`src/rtl/irq_pkg.sv`:
```
package irq_pkg;

   // Index width for a population of n items, never below one bit.
   function automatic int unsigned idx_bits(input int unsigned n);
      return (n < 2) ? 1 : $clog2(n);
   endfunction

   // Operation applied to the enable flag in a given cycle.
   typedef enum logic [1:0] {
      IE_KEEP  = 2'd0,
      IE_RAISE = 2'd1,
      IE_DROP  = 2'd2
   } ie_op_e;

endpackage

```
`src/rtl/irq_pick.sv`:
```
module irq_pick #(
   parameter int unsigned N  = 13,
   localparam int unsigned IW = irq_pkg::idx_bits(N)
) (
   input  logic [N-1:0]  req_i,
   output logic          any_o,
   output logic [N-1:0]  grant_o,
   output logic [IW-1:0] idx_o
);

   if (N < 1) begin : g_bad_n
      $error("irq_pick: N must be at least 1");
   end

   // below[i] is set when some request with index lower than i is pending
   logic [N:0] below;
   assign below[0] = 1'b0;

   for (genvar i = 0; i < N; i++) begin : g_chain
      assign below[i+1]  = below[i] | req_i[i];
      assign grant_o[i]  = req_i[i] & ~below[i];
   end

   assign any_o = below[N];

   always_comb begin
      idx_o = '0;
      for (int k = 0; k < N; k++) begin
         if (grant_o[k]) idx_o = idx_o | IW'(k);
      end
   end

   always_comb begin
      if (any_o) assert_grant_onehot_R6: assert ($onehot(grant_o));
   end

endmodule

```
`src/rtl/irq_vec_map.sv`:
```
module irq_vec_map #(
   parameter int unsigned IW        = 4,
   parameter int unsigned PC_W      = 12,
   parameter int unsigned VEC_STEP  = 1,
   parameter int unsigned VEC_BASE  = 0,
   parameter int unsigned N_SLOTS   = 13
) (
   input  logic [IW-1:0]   slot_i,
   output logic [PC_W-1:0] addr_o
);

   localparam bit POW2 = (VEC_STEP != 0) && ((VEC_STEP & (VEC_STEP - 1)) == 0);
   localparam int unsigned SH = (VEC_STEP < 2) ? 0 : $clog2(VEC_STEP);
   localparam int unsigned LIMIT = VEC_BASE + N_SLOTS * VEC_STEP;

   if (VEC_STEP == 0) begin : g_bad_step
      $error("irq_vec_map: VEC_STEP must be nonzero");
   end
   if (IW > PC_W) begin : g_bad_width
      $error("irq_vec_map: slot index wider than program counter");
   end

   logic [PC_W-1:0] offset;

   if (POW2) begin : g_shift
      assign offset = PC_W'(slot_i) << SH;
   end else begin : g_mult
      assign offset = PC_W'(slot_i) * PC_W'(VEC_STEP);
   end

   assign addr_o = PC_W'(VEC_BASE) + offset;

   always_comb begin
      if (slot_i < IW'(N_SLOTS))
         assert_addr_in_table_R5: assert ({1'b0, addr_o} < (PC_W+1)'(LIMIT));
   end

endmodule

```
`src/rtl/irq_ie_ctl.sv`:
```
module irq_ie_ctl (
   input  logic clk,
   input  logic rst_n,
   input  logic entry_i,
   input  logic reti_i,
   input  logic set_i,
   input  logic clr_i,
   output logic ie_o
);
   import irq_pkg::*;

   ie_op_e op;
   logic   ie_q;

   always_comb begin
      if (entry_i)               op = IE_DROP;
      else if (reti_i || set_i)  op = IE_RAISE;
      else if (clr_i)            op = IE_DROP;
      else                       op = IE_KEEP;
   end

   always_ff @(posedge clk) begin
      if (!rst_n) begin
         ie_q <= 1'b0;
      end else begin
         case (op)
            IE_RAISE: ie_q <= 1'b1;
            IE_DROP:  ie_q <= 1'b0;
            default:  ie_q <= ie_q;
         endcase
      end
   end

   assign ie_o = ie_q;

   assert_return_enables_R8: assert property (@(posedge clk) disable iff (!rst_n)
      (reti_i && !entry_i) |=> ie_o);

   assert_entry_disables_R4: assert property (@(posedge clk) disable iff (!rst_n)
      entry_i |=> !ie_o);

   assert_clear_alone_R8: assert property (@(posedge clk) disable iff (!rst_n)
      (clr_i && !set_i && !reti_i) |=> !ie_o);

endmodule

```
`src/rtl/irq_entry_seq.sv`:
```
module irq_entry_seq #(
   parameter int unsigned PC_W     = 12,
   parameter int unsigned N_EXT    = 3,
   parameter int unsigned N_INT    = 10,
   parameter int unsigned VEC_STEP = 1,
   parameter int unsigned VEC_BASE = 0
) (
   input  logic             clk,
   input  logic             rst_n,
   input  logic             instr_done_i,
   input  logic [PC_W-1:0]  pc_i,
   input  logic [N_EXT-1:0] ext_req_i,
   input  logic [N_INT-1:0] int_req_i,
   input  logic             reti_i,
   input  logic             ie_set_i,
   input  logic             ie_clr_i,
   output logic             redirect_o,
   output logic [PC_W-1:0]  target_o,
   output logic             save_o,
   output logic [PC_W-1:0]  save_pc_o,
   output logic [N_EXT-1:0] ack_ext_o,
   output logic [N_INT-1:0] ack_int_o,
   output logic             ie_o
);

   localparam int unsigned N_SRC = N_EXT + N_INT;
   localparam int unsigned IW    = irq_pkg::idx_bits(N_SRC);
   localparam longint unsigned SPAN =
      longint'(VEC_BASE) + longint'(N_SRC) * longint'(VEC_STEP);

   if (N_EXT < 1 || N_INT < 1) begin : g_bad_groups
      $error("irq_entry_seq: both source groups need at least one line");
   end
   if (SPAN > (longint'(1) << PC_W)) begin : g_bad_span
      $error("irq_entry_seq: vector table exceeds program counter range");
   end

   // External lines occupy the low slots, internal lines follow.
   logic [N_SRC-1:0] pending;
   logic [N_SRC-1:0] grant;
   logic [IW-1:0]    slot;
   logic             any_pending;
   logic [PC_W-1:0]  vec_addr;
   logic             take;

   assign pending = {int_req_i, ext_req_i};

   irq_pick #(.N(N_SRC)) u_pick (
      .req_i   (pending),
      .any_o   (any_pending),
      .grant_o (grant),
      .idx_o   (slot)
   );

   irq_vec_map #(
      .IW       (IW),
      .PC_W     (PC_W),
      .VEC_STEP (VEC_STEP),
      .VEC_BASE (VEC_BASE),
      .N_SLOTS  (N_SRC)
   ) u_map (
      .slot_i (slot),
      .addr_o (vec_addr)
   );

   assign take = instr_done_i & ie_o & any_pending;

   irq_ie_ctl u_ie (
      .clk     (clk),
      .rst_n   (rst_n),
      .entry_i (take),
      .reti_i  (reti_i),
      .set_i   (ie_set_i),
      .clr_i   (ie_clr_i),
      .ie_o    (ie_o)
   );

   logic             redirect_q;
   logic [PC_W-1:0]  target_q;
   logic [PC_W-1:0]  save_pc_q;
   logic [N_SRC-1:0] ack_q;

   always_ff @(posedge clk) begin
      if (!rst_n) begin
         redirect_q <= 1'b0;
         target_q   <= '0;
         save_pc_q  <= '0;
         ack_q      <= '0;
      end else begin
         redirect_q <= take;
         ack_q      <= take ? grant : '0;
         if (take) begin
            target_q  <= vec_addr;
            save_pc_q <= pc_i;
         end
      end
   end

   assign redirect_o = redirect_q;
   assign save_o     = redirect_q;
   assign target_o   = target_q;
   assign save_pc_o  = save_pc_q;
   assign ack_ext_o  = ack_q[N_EXT-1:0];
   assign ack_int_o  = ack_q[N_SRC-1:N_EXT];

   assert_boundary_only_R2: assert property (@(posedge clk) disable iff (!rst_n)
      redirect_o |-> $past(instr_done_i && ie_o));

   assert_single_pulse_R4: assert property (@(posedge clk) disable iff (!rst_n)
      redirect_o |=> !redirect_o);

   assert_ie_low_on_redirect_R4: assert property (@(posedge clk) disable iff (!rst_n)
      redirect_o |-> !ie_o);

   assert_save_pc_R3: assert property (@(posedge clk) disable iff (!rst_n)
      redirect_o |-> (save_o && save_pc_o == $past(pc_i)));

   assert_ack_onehot_R7: assert property (@(posedge clk) disable iff (!rst_n)
      redirect_o |-> ($countones({ack_int_o, ack_ext_o}) == 1));

   assert_no_stray_ack_R7: assert property (@(posedge clk) disable iff (!rst_n)
      !redirect_o |-> ({ack_int_o, ack_ext_o} == '0));

   assert_masked_ignored_R9: assert property (@(posedge clk) disable iff (!rst_n)
      !ie_o |=> !redirect_o);

endmodule

```
`config.mk`:
```
export PLATFORM = sky130hd
export DESIGN_NAME = irq_entry_seq
export DESIGN_NICKNAME = d
export VERILOG_FILES = /design/src/rtl/irq_pkg.sv /design/src/rtl/irq_pick.sv /design/src/rtl/irq_vec_map.sv /design/src/rtl/irq_ie_ctl.sv /design/src/rtl/irq_entry_seq.sv
export SDC_FILE = /design/constraint.sdc
export NUM_CORES = 1
export LEC_CHECK = 0
export ABC_CLOCK_PERIOD_IN_PS = 2300
export BUFFER_PORTS_ARGS = -buffer_cell sky130_fd_sc_hd__clkbuf_2
export CAP_MARGIN = 15
export CORE_ASPECT_RATIO = 0.5
export CORE_MARGIN = 1.5
export CORE_UTILIZATION = 35
export DETAILED_ROUTE_END_ITERATION = 8
export GPL_TIMING_DRIVEN = 0
export PLACE_DENSITY = 0.69
export SETUP_SLACK_MARGIN = 0.5
export SYNTH_ARGS = -nofsm -noshare
export SYNTH_HDL_FRONTEND = slang
export SYNTH_SLANG_ARGS = --single-unit
export TNS_END_PERCENT = 50
```
`constraint.sdc`:
```
create_clock -name clk -period 2.3 [get_ports clk]
set_input_delay 0.345 -clock clk [delete_from_list [all_inputs] [get_ports clk]]
set_output_delay 0.345 -clock clk [all_outputs]
set_load 0.05 [all_outputs]
```
# After elaboration in Yosys (flattened, before gate mapping)
# Index checks and enable logic that the tools add are counted.
# totals
reg_bits	31
in_bits	31
output_inout_bits	40
elab_cells	64
# op_classes
eq_ne	2
muxes	16
n_bitwise	38
reduce_logical	3
# op_table
cell	n
2-to-1 mux 4 bit	5
AND 1 bit	14
2-to-1 mux 3 bit	4
NOT 1 bit	12
OR 1 bit	12
2-to-1 mux 2 bit	5
equality test 2 x 1 -> 1 bit (second input constant)	1
equality test 2 bit (second input constant)	1
one-hot mux 1 bit (2 select lines)	1
AND reduction 2 bit	1
nonzero test 2 bit	1
logical OR 1 bit	1
2-to-1 mux 1 bit	1

# Longest topological paths before layout
# Gate-level depths: netlist of the first run.
# depth
word_depth	16
depth_mapped	8
depth_no_buf	7

# By module
# From an unflattened synthesis of the first run, not the netlist that was laid out.
# hier_totals
cells_unflattened	197
area_unflattened_um2	1783.0
# modules_own_cells
mod	n_inst	cells_per_inst	area_each_um2	seq_area_each_um2
irq_entry_seq	1	138	1350.0	760.7
irq_pick	1	38	267.8	0.0
irq_vec_map	1	13	93.8	0.0
irq_ie_ctl	1	8	71.3	20.0

# Worst setup path after synthesis of the first run
# No wires, ideal clock.
# synth_path
path_kind	register to register
startpoint	reg u_ie.ie_q (netlist: u_ie.ie_o)
endpoint	reg u_ie.ie_q (netlist: u_ie.ie_o)
setup_time_ps	115
t_arrival_ps	2036
required_ps	2185
setup_slack_ps	149
path_stages_with_launch	9
path_buffers	1
synth_period_minus_slack_ps	2151
path_cell_list	dfxtp_1 -> nand2_1 -> a41oi_4 -> buf_2 -> a21o_1 -> ha_1 -> nand2_1 -> o21ai_0 -> and2_1
# synth_between
elab_chain_len	5
elab_cells_between_ends	7
# synth_rtl
item	line_no	rtl
start: declaration	irq_ie_ctl.sv:13	logic ie_q;
start signal: assignment	irq_ie_ctl.sv:29	default: ie_q <= ie_q;
AND 1 bit * (2 in a row)	irq_entry_seq.sv:66	assign take = instr_done_i & ie_o & any_pending;
2-to-1 mux 2 bit *	irq_ie_ctl.sv:16	if (entry_i) op = IE_DROP;
equality test 2 bit or equality test 2 x 1 -> 1 bit (tied branches)	irq_ie_ctl.sv:26	case (op)
one-hot mux 1 bit (2 select lines) or nonzero test 2 bit (tied branches)	--	
# Mark *: on every way between the ends. The rest lies on a longest branch, timed or not.
# A chain may end at the register's enable or synchronous reset.

# Worst setup path in the final report of the first run
# layout_path
startpoint	in int_req_i[2]
endpoint	reg u_ie.ie_q (netlist: u_ie.ie_o)
# layout_between
elab_chain_len	12
elab_cells_between_ends	14
# layout_rtl
item	line_no	rtl
start: declaration	irq_entry_seq.sv:13	input logic [N_INT-1:0] int_req_i,
OR 1 bit * (8 in a row)	irq_pick.sv:20	assign below[i+1] = below[i] | req_i[i];
AND 1 bit *	irq_entry_seq.sv:66	
2-to-1 mux 2 bit *	irq_ie_ctl.sv:16	
equality test 2 bit or equality test 2 x 1 -> 1 bit (tied branches)	irq_ie_ctl.sv:26	
one-hot mux 1 bit (2 select lines) or nonzero test 2 bit (tied branches)	--	
# Marked as above.

==> impl_metrics.sql, run 1 <==
INSERT INTO impl_metrics (metric_group, metric, value, unit) VALUES
('route', 'top_layer_used', 'met4', ''),
('sta', 'drv_slew', '0', ''),
('synthesis', 'synthCells', '145', ''),
('place', 'gp_congestion', '0.8892', ''),
('global_route', 'globalRouteTotalUtil', '15.75', '%'),
('power_and_ir_drop', 'power.leakage', '0.9201', 'nW'),
('sta', 'finalSetupTns', '0', 'ns'),
('sta', 'hold_slack', '0.2885', 'ns'),
('finish', 'synthToLayoutAreaGrowth', '45.52', '%'),
('route', 'vias', '1304', ''),
('floorplanning', 'core_area', '3510', 'um2'),
('synthesis', 'synth_cell_types', '38', ''),
('route', 'antenna_violating_nets_post_route', '0', ''),
('synthesis', 'post_synthesis_average_cell_area', '9.043', 'um2'),
('sta', 'setup_violations', '0', ''),
('cts', 'ctsLongestPathBuffers', '2', ''),
('floorplanning', 'floorplan.die_area', '4145', 'um2'),
('cts', 'clock_edge_transition_at_the_registers_on_the_reported_setup_and_hold_paths', '0.06', 'ns'),
('cts', 'clock_insertion_delay_worst_skew', '0.28', 'ns'),
('floorplanning', 'rows', '15', ''),
('route', 'initial_drc_count', '63', ''),
('route', 'met1Wirelength', '1410', 'um'),
('route', 'route.met2.wl', '1439', 'um'),
('finish', 'layout.cells.most_common', 'sky130_fd_sc_hd__clkbuf_2', ''),
('synthesis', 'yosysWarningCount', '0', ''),
('synthesis', 'yosys_register_bits', '31', ''),
('synthesis', 'ys_seq_area_share', '47.33', '%'),
('sta', 'min_period', '1.693', 'ns'),
('synthesis', 'yosys.area.top_type_share', '47.33', '%'),
('cts', 'cts_tree', 'built', ''),
('finish', 'nNetsFinal', '260', ''),
('cts', 'ctsHtreeMaxLevel', '2', ''),
('setup_path', 'cp-startpoint', 'int_req_i[2]', ''),
('cts', 'cts_buf_count', '5', ''),
('cts', 'ctsRootBufferMaster', 'sky130_fd_sc_hd__clkbuf_8', ''),
('setup_path', 'cp.arrival', '1.87', 'ns'),
('global_route', 'grt.overflow.total', '0', ''),
('sta', 'grt_setup_unrepaired', 'false', ''),
('place', 'detailedPlacementHpwl', '2369', 'um'),
('outcome', 'outcome', 'finished clean', ''),
('route', 'detail_route.wirelength', '3105', 'um'),
('worst_hold_path', 'launch_point_of_the_worst_hold_path', 'pc_i[8]', ''),
('route', 'drcViolationCount', '0', ''),
('sta', 'post-route-period-util', '73.62', '%'),
('power_and_ir_drop', 'peakVddDrop', '0.3925', 'mV'),
('finish', 'antenna_cells_inserted', '0', ''),
('finish', 'mostFrequentLayoutCells', '61 x sky130_fd_sc_hd__clkbuf_2, 30 x sky130_fd_sc_hd__dfxtp_1, 20 x sky130_fd_sc_hd__nand2_1', ''),
('worst_hold_path', 'worst_hold_path_type', 'in2reg', ''),
('synthesis', 'netlist.top_cell.by_area', 'sky130_fd_sc_hd__dfxtp_1', ''),
('global_route', 'number_of_global_route_vias_before_repair', '1144', ''),
('synthesis', 'synth_area_leaders', 'sky130_fd_sc_hd__dfxtp_1 47%, sky130_fd_sc_hd__nand2_1 5.7%, sky130_fd_sc_hd__nand3_1 5.3%, sky130_fd_sc_hd__buf_4 5.2%, sky130_fd_sc_hd__o21ai_1 4.6%', ''),
('cts', 'hold_buf_cts', '0', ''),
('synthesis', 'syn_area', '1311', 'um2'),
('setup_path', 'timing_worst_setup_path_type', 'in2reg', ''),
('setup_path', 'required', '2.47', 'ns'),
('sta', 'max_freq', '0.5905', 'GHz'),
('setup_path', 'startpoint_type', 'input pin', ''),
('global_route', 'grt_start_max_net_pins', '11', ''),
('sta', 'finalHoldViolCount', '0', ''),
('setup_path', 'reg2reg_from', 'u_ie.ie_o', ''),
('run', 'maxcap_viol_count', '0', ''),
('place', 'buffer_ports.inserted', '62', ''),
('route', 'avgRoutedWirePerCell', '11.09', 'um'),
('global_route', 'antenna_found_initial', '0', ''),
('floorplanning', 'die_h', '46.28', 'um'),
('route', 'vias_per_cell', '4.657', ''),
('floorplanning', 'die_w', '89.56', 'um'),
('power_and_ir_drop', 'power.density', '765.7', 'nW/um2'),
('setup_path', 'timing.critical_path.to_type', 'register', ''),
('route', 'dr_wl_met3', '226', 'um'),
('cts', 'clock_sinks', '31', ''),
('setup_path', 'top_fanout_value_on_the_critical_path', '5', ''),
('floorplanning', 'io_pins', '71', ''),
('floorplanning', 'floorplan.initialDensity', '37.36', '%'),
('sta', 'clock-skew-final', '0.005428', 'ns'),
('finish', 'final_layout_size_suffix_gt1_share', '43.67', '%'),
('route', 'firstDrtPassIters', '4', ''),
('global_route', 'global_route_wire_length_before_repair', '4850', 'um');
-- layer usage --
layer,up-vias,GRT usage (%)
li1,657,-
met1,598,18.95
met2,45,26.72
met3,4,5.197
met4,0,5.846
met5,-,0
-- state kept, by name, summed over array words and instances, names as in the netlist --
signal      cells
u_ie.ie_o       1
save_pc_o      12
target_o        4
redirect_o      1
ack_q          13
-- per-stage QoR --
step | power, W | util, % | std cells | instance area [um2] | setup WS, ns
after floorplan | 0.0008177 | - | 152 | 1345 | 0.3124
after global placement | 0.0009015 | 48.98 | 265 | 1719 | -0.001798
after detailed placement | 0.0009052 | 48.98 | 265 | 1719 | -0.03323
after CTS | 0.001462 | 53.37 | 277 | 1873 | 0.5396
after global routing | 0.001525 | 54.37 | 280 | 1908 | 0.5496
final | 0.001461 | 54.37 | 280 | 1908 | 0.6066
-- final timing paths --
check             cells past startpoint       endpoint  slack [ns]
setup / recovery                      8      u_ie.ie_o        0.61
setup reg to reg                      8      u_ie.ie_o        0.69
hold / removal                        3   save_pc_o[8]        0.29
hold reg to reg                       2  save_pc_o[10]        0.45
-- synthesized netlist by cell type --
cell type,count
sky130_fd_sc_hd__o221a_2,2
sky130_fd_sc_hd__a2bb2oi_1,1
sky130_fd_sc_hd__ha_1,1
sky130_fd_sc_hd__inv_4,1
sky130_fd_sc_hd__or2_1,1
sky130_fd_sc_hd__a21oi_1,3
sky130_fd_sc_hd__nand2b_1,1
sky130_fd_sc_hd__and3b_1,1
sky130_fd_sc_hd__nor4_1,1
sky130_fd_sc_hd__nor3b_1,1
sky130_fd_sc_hd__nor3_1,2
sky130_fd_sc_hd__o21ai_1,12
sky130_fd_sc_hd__nand3_1,14
sky130_fd_sc_hd__a41oi_4,1
sky130_fd_sc_hd__and3_1,4
sky130_fd_sc_hd__nor3_2,1
sky130_fd_sc_hd__o211ai_1,1
sky130_fd_sc_hd__inv_1,2
sky130_fd_sc_hd__nand2_1,20
sky130_fd_sc_hd__dfxtp_1,31
sky130_fd_sc_hd__nand4b_1,1
sky130_fd_sc_hd__conb_1,1
sky130_fd_sc_hd__o21ai_0,4
sky130_fd_sc_hd__and4_1,1
sky130_fd_sc_hd__clkbuf_1,3
sky130_fd_sc_hd__and2_4,1
sky130_fd_sc_hd__and3_2,1
sky130_fd_sc_hd__buf_4,9
sky130_fd_sc_hd__nor4_4,2
sky130_fd_sc_hd__nor2_1,10
sky130_fd_sc_hd__nor4b_1,1
sky130_fd_sc_hd__a31o_4,1
sky130_fd_sc_hd__nand4_1,1
sky130_fd_sc_hd__a31oi_1,2
sky130_fd_sc_hd__buf_2,2
sky130_fd_sc_hd__and2_1,2
sky130_fd_sc_hd__a21o_1,1
sky130_fd_sc_hd__or3_1,1
-- cell type report --
type / instances / area [um2]
timing repair buffer: 69 / 362.8
tap: 51 / 63.81
inverter: 3 / 13.76
sequential: 31 / 621.8
clock buffer: 6 / 82.58
multi-input combinational: 104 / 633.1
fill: 341 / 1602
buffer: 14 / 95.09
clock inverter: 2 / 35.03
-- where the power goes --
| group | switching [W] | internal (W) |
|---|---|---|
| Clock | 0.000199 | 0.000350 |
| Combinational | 0.000228 | 0.000102 |
| Sequential | 0.0000156 | 0.000566 |
-- cells by family (layout without fill, tap and decap cells) --
logic type                 after synthesis  after routing  share of synthesized area, %
and+or+nand+nor                         67             67                         28.44
DFF                                     31             31                         47.33
AOI/OAI and AO/OA                       28             28                         15.17
buffers and inverters                   17             94                         7.825
adders and majority gates                1              1                        0.9540
other                                    1              8                        0.2860
-- worst max-delay path: stages --
cell and delay [ns]:
sky130_fd_sc_hd__buf_2 0.14, sky130_fd_sc_hd__nor4_4 0.37, sky130_fd_sc_hd__a41oi_4 0.19, sky130_fd_sc_hd__buf_6 0.16
sky130_fd_sc_hd__a21o_1 0.17, sky130_fd_sc_hd__ha_4 0.27, sky130_fd_sc_hd__o21ai_0 0.07, sky130_fd_sc_hd__and2_1 0.15
-- timing repair --
item	CTS	global route
endpoints found under the hold margin	0	0
gates cloned	0	0
buffers inserted	4	3
endpoints found under the setup margin	1	1
pin swaps	3	4
gates resized for setup	1	2
Power figures use the tool's default switching activity.
==> inputs of run 2 (changes only) <==
ABC_AREA = 1   (was unset)
ABC_CLOCK_PERIOD_IN_PS = 1550   (was 2300)
PLACE_DENSITY = 0.7   (was 0.69)
clock period = 1.55 ns   (was 2.3 ns; I/O delays follow)
==> impl_metrics.sql, run 2 <==
INSERT INTO impl_metrics (metric_group, metric, value, unit) VALUES
('outcome', 'outcome', 'finished clean', ''),
('place', 'detailedPlacementHpwl', '2698', 'um'),
('sta', 'grt_setup_unrepaired', 'true', ''),
('finish', 'layout.cells.most_common', 'sky130_fd_sc_hd__inv_1', ''),
('setup_path', 'startpoint_type', 'input pin', ''),
('route', 'vias_per_cell', '4.581', ''),
('synthesis', 'syn_area', '1489', 'um2'),
('cts', 'cts_tree', 'built', ''),
('cts', 'hold_buf_cts', '0', ''),
('finish', 'antenna_cells_inserted', '0', ''),
('cts', 'ctsLongestPathBuffers', '2', ''),
('finish', 'final_layout_size_suffix_gt1_share', '55.44', '%'),
('sta', 'post-route-period-util', '99.34', '%'),
('synthesis', 'synth_cell_types', '22', ''),
('place', 'buffer_ports.inserted', '61', ''),
('finish', 'number_of_flip_flops_under_the_largest_register_name', '13', ''),
('global_route', 'grt_start_max_net_pins', '11', ''),
('global_route', 'antenna_found_initial', '0', ''),
('finish', 'nNetsFinal', '316', ''),
('power_and_ir_drop', 'peakVddDrop', '0.4283', 'mV'),
('finish', 'synthToLayoutAreaGrowth', '78.15', '%'),
('route', 'initial_drc_count', '37', ''),
('route', 'firstDrtPassIters', '4', ''),
('synthesis', 'post_synthesis_average_cell_area', '7.597', 'um2'),
('sta', 'finalHoldViolCount', '0', ''),
('cts', 'clock_sinks', '31', ''),
('sta', 'max_freq', '0.6494', 'GHz'),
('power_and_ir_drop', 'power.density', '997.2', 'nW/um2'),
('floorplanning', 'core_area', '3984', 'um2'),
('synthesis', 'asyncSetResetFlopFracSynth', '0', '%'),
('global_route', 'number_of_global_route_vias_before_repair', '1376', ''),
('sta', 'min_period', '1.540', 'ns'),
('setup_path', 'cp.arrival', '1.73', 'ns'),
('setup_path', 'timing_worst_setup_path_type', 'in2reg', ''),
('synthesis', 'netlist.top_cell.by_area', 'sky130_fd_sc_hd__dfxtp_1', ''),
('route', 'vias', '1553', ''),
('synthesis', 'yosys_register_bits', '31', ''),
('synthesis', 'synthCells', '196', ''),
('finish', 'registers.top_by_ff_count', 'ack_q', ''),
('route', 'avgRoutedWirePerCell', '12.47', 'um'),
('setup_path', 'timing.critical_path.to_type', 'register', ''),
('setup_path', 'required', '1.74', 'ns'),
('cts', 'clock_edge_transition_at_the_registers_on_the_reported_setup_and_hold_paths', '0.07', 'ns'),
('floorplanning', 'io_pins', '71', ''),
('cts', 'ctsRootBufferMaster', 'sky130_fd_sc_hd__clkbuf_8', ''),
('synthesis', 'yosysWarningCount', '0', ''),
('floorplanning', 'die_h', '49.12', 'um'),
('synthesis', 'synth_commonest_cells', '33 x sky130_fd_sc_hd__inv_1, 31 x sky130_fd_sc_hd__dfxtp_1, 31 x sky130_fd_sc_hd__nor2_1', ''),
('place', 'gp_congestion', '0.8249', ''),
('setup_path', 'top_fanout_value_on_the_critical_path', '3', ''),
('sta', 'setup_violations', '0', ''),
('run', 'maxcap_viol_count', '0', ''),
('sta', 'drv_slew', '0', ''),
('floorplanning', 'floorplan.initialDensity', '37.37', '%'),
('synthesis', 'synth_area_leaders', 'sky130_fd_sc_hd__dfxtp_1 42%, sky130_fd_sc_hd__inv_1 8.3%, sky130_fd_sc_hd__nor2_1 7.8%, sky130_fd_sc_hd__nand2_1 7.1%, sky130_fd_sc_hd__buf_4 5.5%', ''),
('route', 'detail_route.wirelength', '4226', 'um'),
('route', 'antenna_violating_nets_post_route', '0', ''),
('power_and_ir_drop', 'total_power', '0.002645', 'W'),
('power_and_ir_drop', 'power.leakage', '1.310', 'nW'),
('synthesis', 'ys_seq_area_share', '41.68', '%'),
('worst_hold_path', 'worst_hold_path_type', 'in2reg', ''),
('global_route', 'global_route_wire_length_before_repair', '5913', 'um'),
('cts', 'cts_buf_count', '5', ''),
('floorplanning', 'rows', '16', ''),
('finish', 'final_util', '66.58', '%'),
('synthesis', 'most_common_flop_cell_mapped_by_yosys', 'sky130_fd_sc_hd__dfxtp_1', ''),
('synthesis', 'edff_count_synth', '0', ''),
('floorplanning', 'die_w', '95.24', 'um'),
('route', 'drcViolationCount', '0', ''),
('finish', 'mostFrequentLayoutCells', '31 x sky130_fd_sc_hd__inv_1, 29 x sky130_fd_sc_hd__clkbuf_2, 29 x sky130_fd_sc_hd__nor2_1', ''),
('cts', 'clock_insertion_delay_worst_skew', '0.29', 'ns'),
('global_route', 'globalRouteTotalUtil', '16.58', '%'),
('synthesis', 'yosys.cell_count.top_type', 'sky130_fd_sc_hd__inv_1', ''),
('global_route', 'grt.overflow.total', '0', ''),
('synthesis', 'yosys.area.top_type_share', '41.68', '%'),
('floorplanning', 'floorplan.die_area', '4678', 'um2'),
('sta', 'clock-skew-final', '0.006286', 'ns'),
('cts', 'ctsHtreeMaxLevel', '2', '');
## run 2: final cells by class
type / instances / area [um2]
Buffer: 17 / 151.4
Clock buffer: 6 / 72.57
Clock inverter: 2 / 60.06
Fill cell: 320 / 1331
Inverter: 33 / 123.9
Multi-Input combinational cell: 122 / 770.7
Sequential cell: 31 / 646.9
Tap cell: 54 / 67.56
Timing Repair Buffer: 74 / 759.5
## run 2: stage by stage
step | instances | setup TNS (ns) | cell area (um2) | hold slack (ns) | setup WS [ns]
2_1_floorplan | 203 | -0.2446 | 1559 | 0.3666 | -0.2446
5_1_grt | 339 | -0.2691 | 2653 | 0.1946 | -0.1013
3_3_place_gp | 318 | -5.165 | 1932 | 0.4361 | -0.5377
6_report | 339 | 0 | 2653 | 0.1859 | 0.01020
4_1_cts | 332 | -0.01004 | 2426 | 0.2013 | -0.01004
3_5_place_dp | 318 | -6.234 | 1932 | 0.4390 | -0.6193
## run 2: per-layer routing
layer	GRT usage [%]	vias up	wire, um
li1	-	767	-
met1	17.94	740	1646
met2	30.73	38	2325
met3	4.517	8	203
met4	5.970	0	51
met5	0	-	0
## run 2: path summary, 6_finish.rpt
| path | start | slack [ns] | endpoint | cells past startpoint |
|---|---|---|---|---|
| setup / recovery | ext_req_i[1] | 0.01 | u_ie.ie_o | 13 |
| hold / removal | ext_req_i[0] | 0.19 | ack_q[0] | 3 |
| setup reg to reg | u_ie.ie_o | 0.01 | u_ie.ie_o | 8 |
| hold reg to reg | target_o[3] | 0.46 | target_o[3] | 2 |
## run 2: kinds of logic after synthesis
family | count (synthesis) | synth area share (%)
compound gates | 18 | 6.303
fa+ha+maj | 1 | 0.8402
other cells | 1 | 0.2519
buf+inv | 50 | 16.47
simple gates | 95 | 34.45
flops | 31 | 41.68
## run 2: worst max-delay path, cell delays in order
cell                      delay (ns)
sky130_fd_sc_hd__buf_6          0.10
sky130_fd_sc_hd__nor2_4         0.13
sky130_fd_sc_hd__nand4_4        0.10
sky130_fd_sc_hd__nor2_4         0.12
sky130_fd_sc_hd__nand4_4        0.10
sky130_fd_sc_hd__nor2_4         0.14
sky130_fd_sc_hd__nand4_4        0.11
sky130_fd_sc_hd__nand2_4        0.12
sky130_fd_sc_hd__o21ai_4        0.08
sky130_fd_sc_hd__ha_4           0.29
sky130_fd_sc_hd__nor2_4         0.03
sky130_fd_sc_hd__a21oi_2        0.10
sky130_fd_sc_hd__nor2_1         0.05
## run 2: power breakdown
part / internal [W] / switching [W]
Sequential: 0.000864 / 0.0000513
Combinational: 0.000311 / 0.000464
Clock: 0.000643 / 0.000313
## run 2: repair_timing
action,in CTS,in global routing
setup buffers,6,3
cloned,0,4
pin swaps,7,10
resized for setup,84,49
endpoints found under the hold margin,0,0
setup endpoints to repair,63,49
==> inputs of run 3 (changes only) <==
ABC_CLOCK_PERIOD_IN_PS = 1750   (was 1550)
PLACE_DENSITY = 0.67   (was 0.7)
clock period = 1.75 ns   (was 1.55 ns; I/O delays follow)
==> impl_metrics.sql, run 3 (synthesis gave the netlist of run 2 again) <==
INSERT INTO impl_metrics (metric_group, metric, value, unit) VALUES
('setup_path', 'timing.critical_path.to_type', 'register', ''),
('sta', 'finalHoldViolCount', '0', ''),
('floorplanning', 'io_pins', '71', ''),
('power_and_ir_drop', 'power.density', '925.4', 'nW/um2'),
('place', 'gp_congestion', '0.7828', ''),
('power_and_ir_drop', 'peakVddDrop', '0.4093', 'mV'),
('floorplanning', 'die_w', '95.24', 'um'),
('cts', 'ctsRootBufferMaster', 'sky130_fd_sc_hd__clkbuf_8', ''),
('finish', 'final_util', '57.32', '%'),
('finish', 'layout.filler_cells', '369', ''),
('power_and_ir_drop', 'power.leakage', '1.201', 'nW'),
('cts', 'cts_buf_count', '5', ''),
('finish', 'antenna_cells_inserted', '0', ''),
('cts', 'clock_insertion_delay_worst_skew', '0.28', 'ns'),
('finish', 'finalInstanceArea', '2283', 'um2'),
('setup_path', 'startpoint_type', 'input pin', ''),
('sta', 'max_freq', '0.6411', 'GHz'),
('floorplanning', 'rows', '16', ''),
('setup_path', 'top_fanout_value_on_the_critical_path', '3', ''),
('finish', 'mostFrequentLayoutCells', '60 x sky130_fd_sc_hd__clkbuf_2, 30 x sky130_fd_sc_hd__inv_1, 30 x sky130_fd_sc_hd__nor2_1, 30 x sky130_fd_sc_hd__dfxtp_1, 26 x sky130_fd_sc_hd__nand2_1', ''),
('sta', 'hold_slack', '0.2420', 'ns'),
('route', 'vias_per_cell', '4.376', ''),
('cts', 'clock_sinks', '31', ''),
('finish', 'multiInputGateArea', '768.2', 'um2'),
('cts', 'clock_edge_transition_at_the_registers_on_the_reported_setup_and_hold_paths', '0.07', 'ns'),
('finish', 'layout.area.seq', '621.8', 'um2'),
('place', 'dpl_cell_area', '1943', 'um2'),
('route', 'route.met2.wl', '1870', 'um'),
('place', 'detailedPlacementHpwl', '2634', 'um'),
('place', 'buffer_ports.inserted', '61', ''),
('finish', 'nNetsFinal', '315', ''),
('route', 'met1Wirelength', '1679', 'um'),
('route', 'firstDrtPassIters', '4', ''),
('setup_path', 'timing_worst_setup_path_type', 'in2reg', ''),
('route', 'antenna_violating_nets_post_route', '0', ''),
('floorplanning', 'floorplan.initialDensity', '37.37', '%'),
('floorplanning', 'die_h', '49.12', 'um'),
('sta', 'setup_violations', '0', ''),
('global_route', 'globalRouteTotalUtil', '16.47', '%'),
('route', 'vias', '1479', ''),
('global_route', 'grt_start_max_net_pins', '11', ''),
('global_route', 'number_of_global_route_vias_before_repair', '1317', ''),
('cts', 'ctsHtreeMaxLevel', '2', ''),
('floorplanning', 'core_area', '3984', 'um2'),
('run', 'maxcap_viol_count', '0', ''),
('route', 'detail_route.wirelength', '3804', 'um'),
('route', 'top_layer_used', 'met4', ''),
('route', 'drcViolationCount', '0', ''),
('finish', 'registers.top_by_ff_count', 'ack_q', ''),
('route', 'avgRoutedWirePerCell', '11.25', 'um'),
('setup_path', 'reg2reg_from', 'u_ie.ie_o', ''),
('floorplanning', 'floorplan.die_area', '4678', 'um2'),
('worst_hold_path', 'worst_hold_path_type', 'in2reg', ''),
('sta', 'min_period', '1.560', 'ns'),
('global_route', 'grt.overflow.total', '0', ''),
('finish', 'final_layout_size_suffix_gt1_share', '47.89', '%'),
('cts', 'cts_tree', 'built', ''),
('sta', 'drv_slew', '0', ''),
('sta', 'post-route-period-util', '89.14', '%'),
('finish', 'layout.cells.most_common', 'sky130_fd_sc_hd__clkbuf_2', ''),
('setup_path', 'cp-startpoint', 'ext_req_i[1]', ''),
('finish', 'synthToLayoutAreaGrowth', '53.36', '%'),
('global_route', 'global_route_wire_length_before_repair', '5830', 'um'),
('global_route', 'antenna_found_initial', '0', ''),
('worst_hold_path', 'launch_point_of_the_worst_hold_path', 'ext_req_i[1]', ''),
('setup_path', 'required', '1.93', 'ns'),
('route', 'dr_wl_met3', '190', 'um'),
('cts', 'hold_buf_cts', '0', ''),
('route', 'initial_drc_count', '28', ''),
('finish', 'number_of_flip_flops_under_the_largest_register_name', '13', ''),
('sta', 'grt_setup_unrepaired', 'true', ''),
('cts', 'ctsLongestPathBuffers', '2', ''),
('sta', 'finalSetupTns', '0', 'ns'),
('setup_path', 'cp.arrival', '1.74', 'ns'),
('sta', 'clock-skew-final', '0.007087', 'ns'),
('outcome', 'outcome', 'finished clean', '');
run 3: critical path, cell delays in order:
cell and delay (ns):
sky130_fd_sc_hd__buf_6 0.10, sky130_fd_sc_hd__nor2_4 0.13, sky130_fd_sc_hd__nand4_4 0.09, sky130_fd_sc_hd__nor2_4 0.12, sky130_fd_sc_hd__nand4_4 0.10, sky130_fd_sc_hd__nor2_4 0.16
sky130_fd_sc_hd__nand4_4 0.11, sky130_fd_sc_hd__nand2_4 0.12, sky130_fd_sc_hd__o21ai_4 0.07, sky130_fd_sc_hd__ha_4 0.28, sky130_fd_sc_hd__nor2_4 0.03, sky130_fd_sc_hd__a21oi_2 0.10
sky130_fd_sc_hd__nor2_1 0.06
run 3: final timing paths:
check	cells past startpoint	endpoint	slack [ns]
setup / recovery	13	u_ie.ie_o	0.19
hold / removal	3	ack_q[1]	0.24
setup reg to reg	9	u_ie.ie_o	0.30
hold reg to reg	2	target_o[3]	0.44
run 3: layer usage:
| layer | track usage, % | vias up |
|---|---|---|
| met3 | 4.673 | 7 |
| li1 | - | 766 |
| met5 | 0 | - |
| met1 | 19.72 | 664 |
| met2 | 27.54 | 42 |
| met4 | 6.965 | 0 |
run 3: final cells by class:
type | count | share of cell area (%)
Inverter | 33 | 5.425
Multi-Input combinational cell | 122 | 33.64
Buffer | 17 | 6.356
Sequential cell | 31 | 27.23
Tap cell | 54 | 2.959
Timing Repair Buffer | 73 | 19.23
Clock inverter | 2 | 1.534
Clock buffer | 6 | 3.616
run 3: metrics by stage:
step,cells,power (W),setup WS [ns]
finish,338,0.002113,0.1901
global route,338,0.002217,0.06831
CTS,334,0.002092,0.1049
detailed placement,318,0.001340,-0.4268
global placement,318,0.001328,-0.3595
floorplan,203,0.001217,-0.07459
run 3: report_power, final:
group          internal, W  switching [W]  leakage (nW)
sequential        0.000756      0.0000326         0.253
combinational     0.000195       0.000404         0.887
clock             0.000460       0.000266        0.0612
total              0.00141       0.000702          1.20
run 3: repair_timing:
item | 4_1_cts | 5_1_grt
pin swaps | 8 | 6
cloned | 1 | 1
setup buffers | 7 | 3
resized for setup | 11 | 18
endpoints found under the setup margin | 30 | 31
endpoints found under the hold margin | 0 | 0
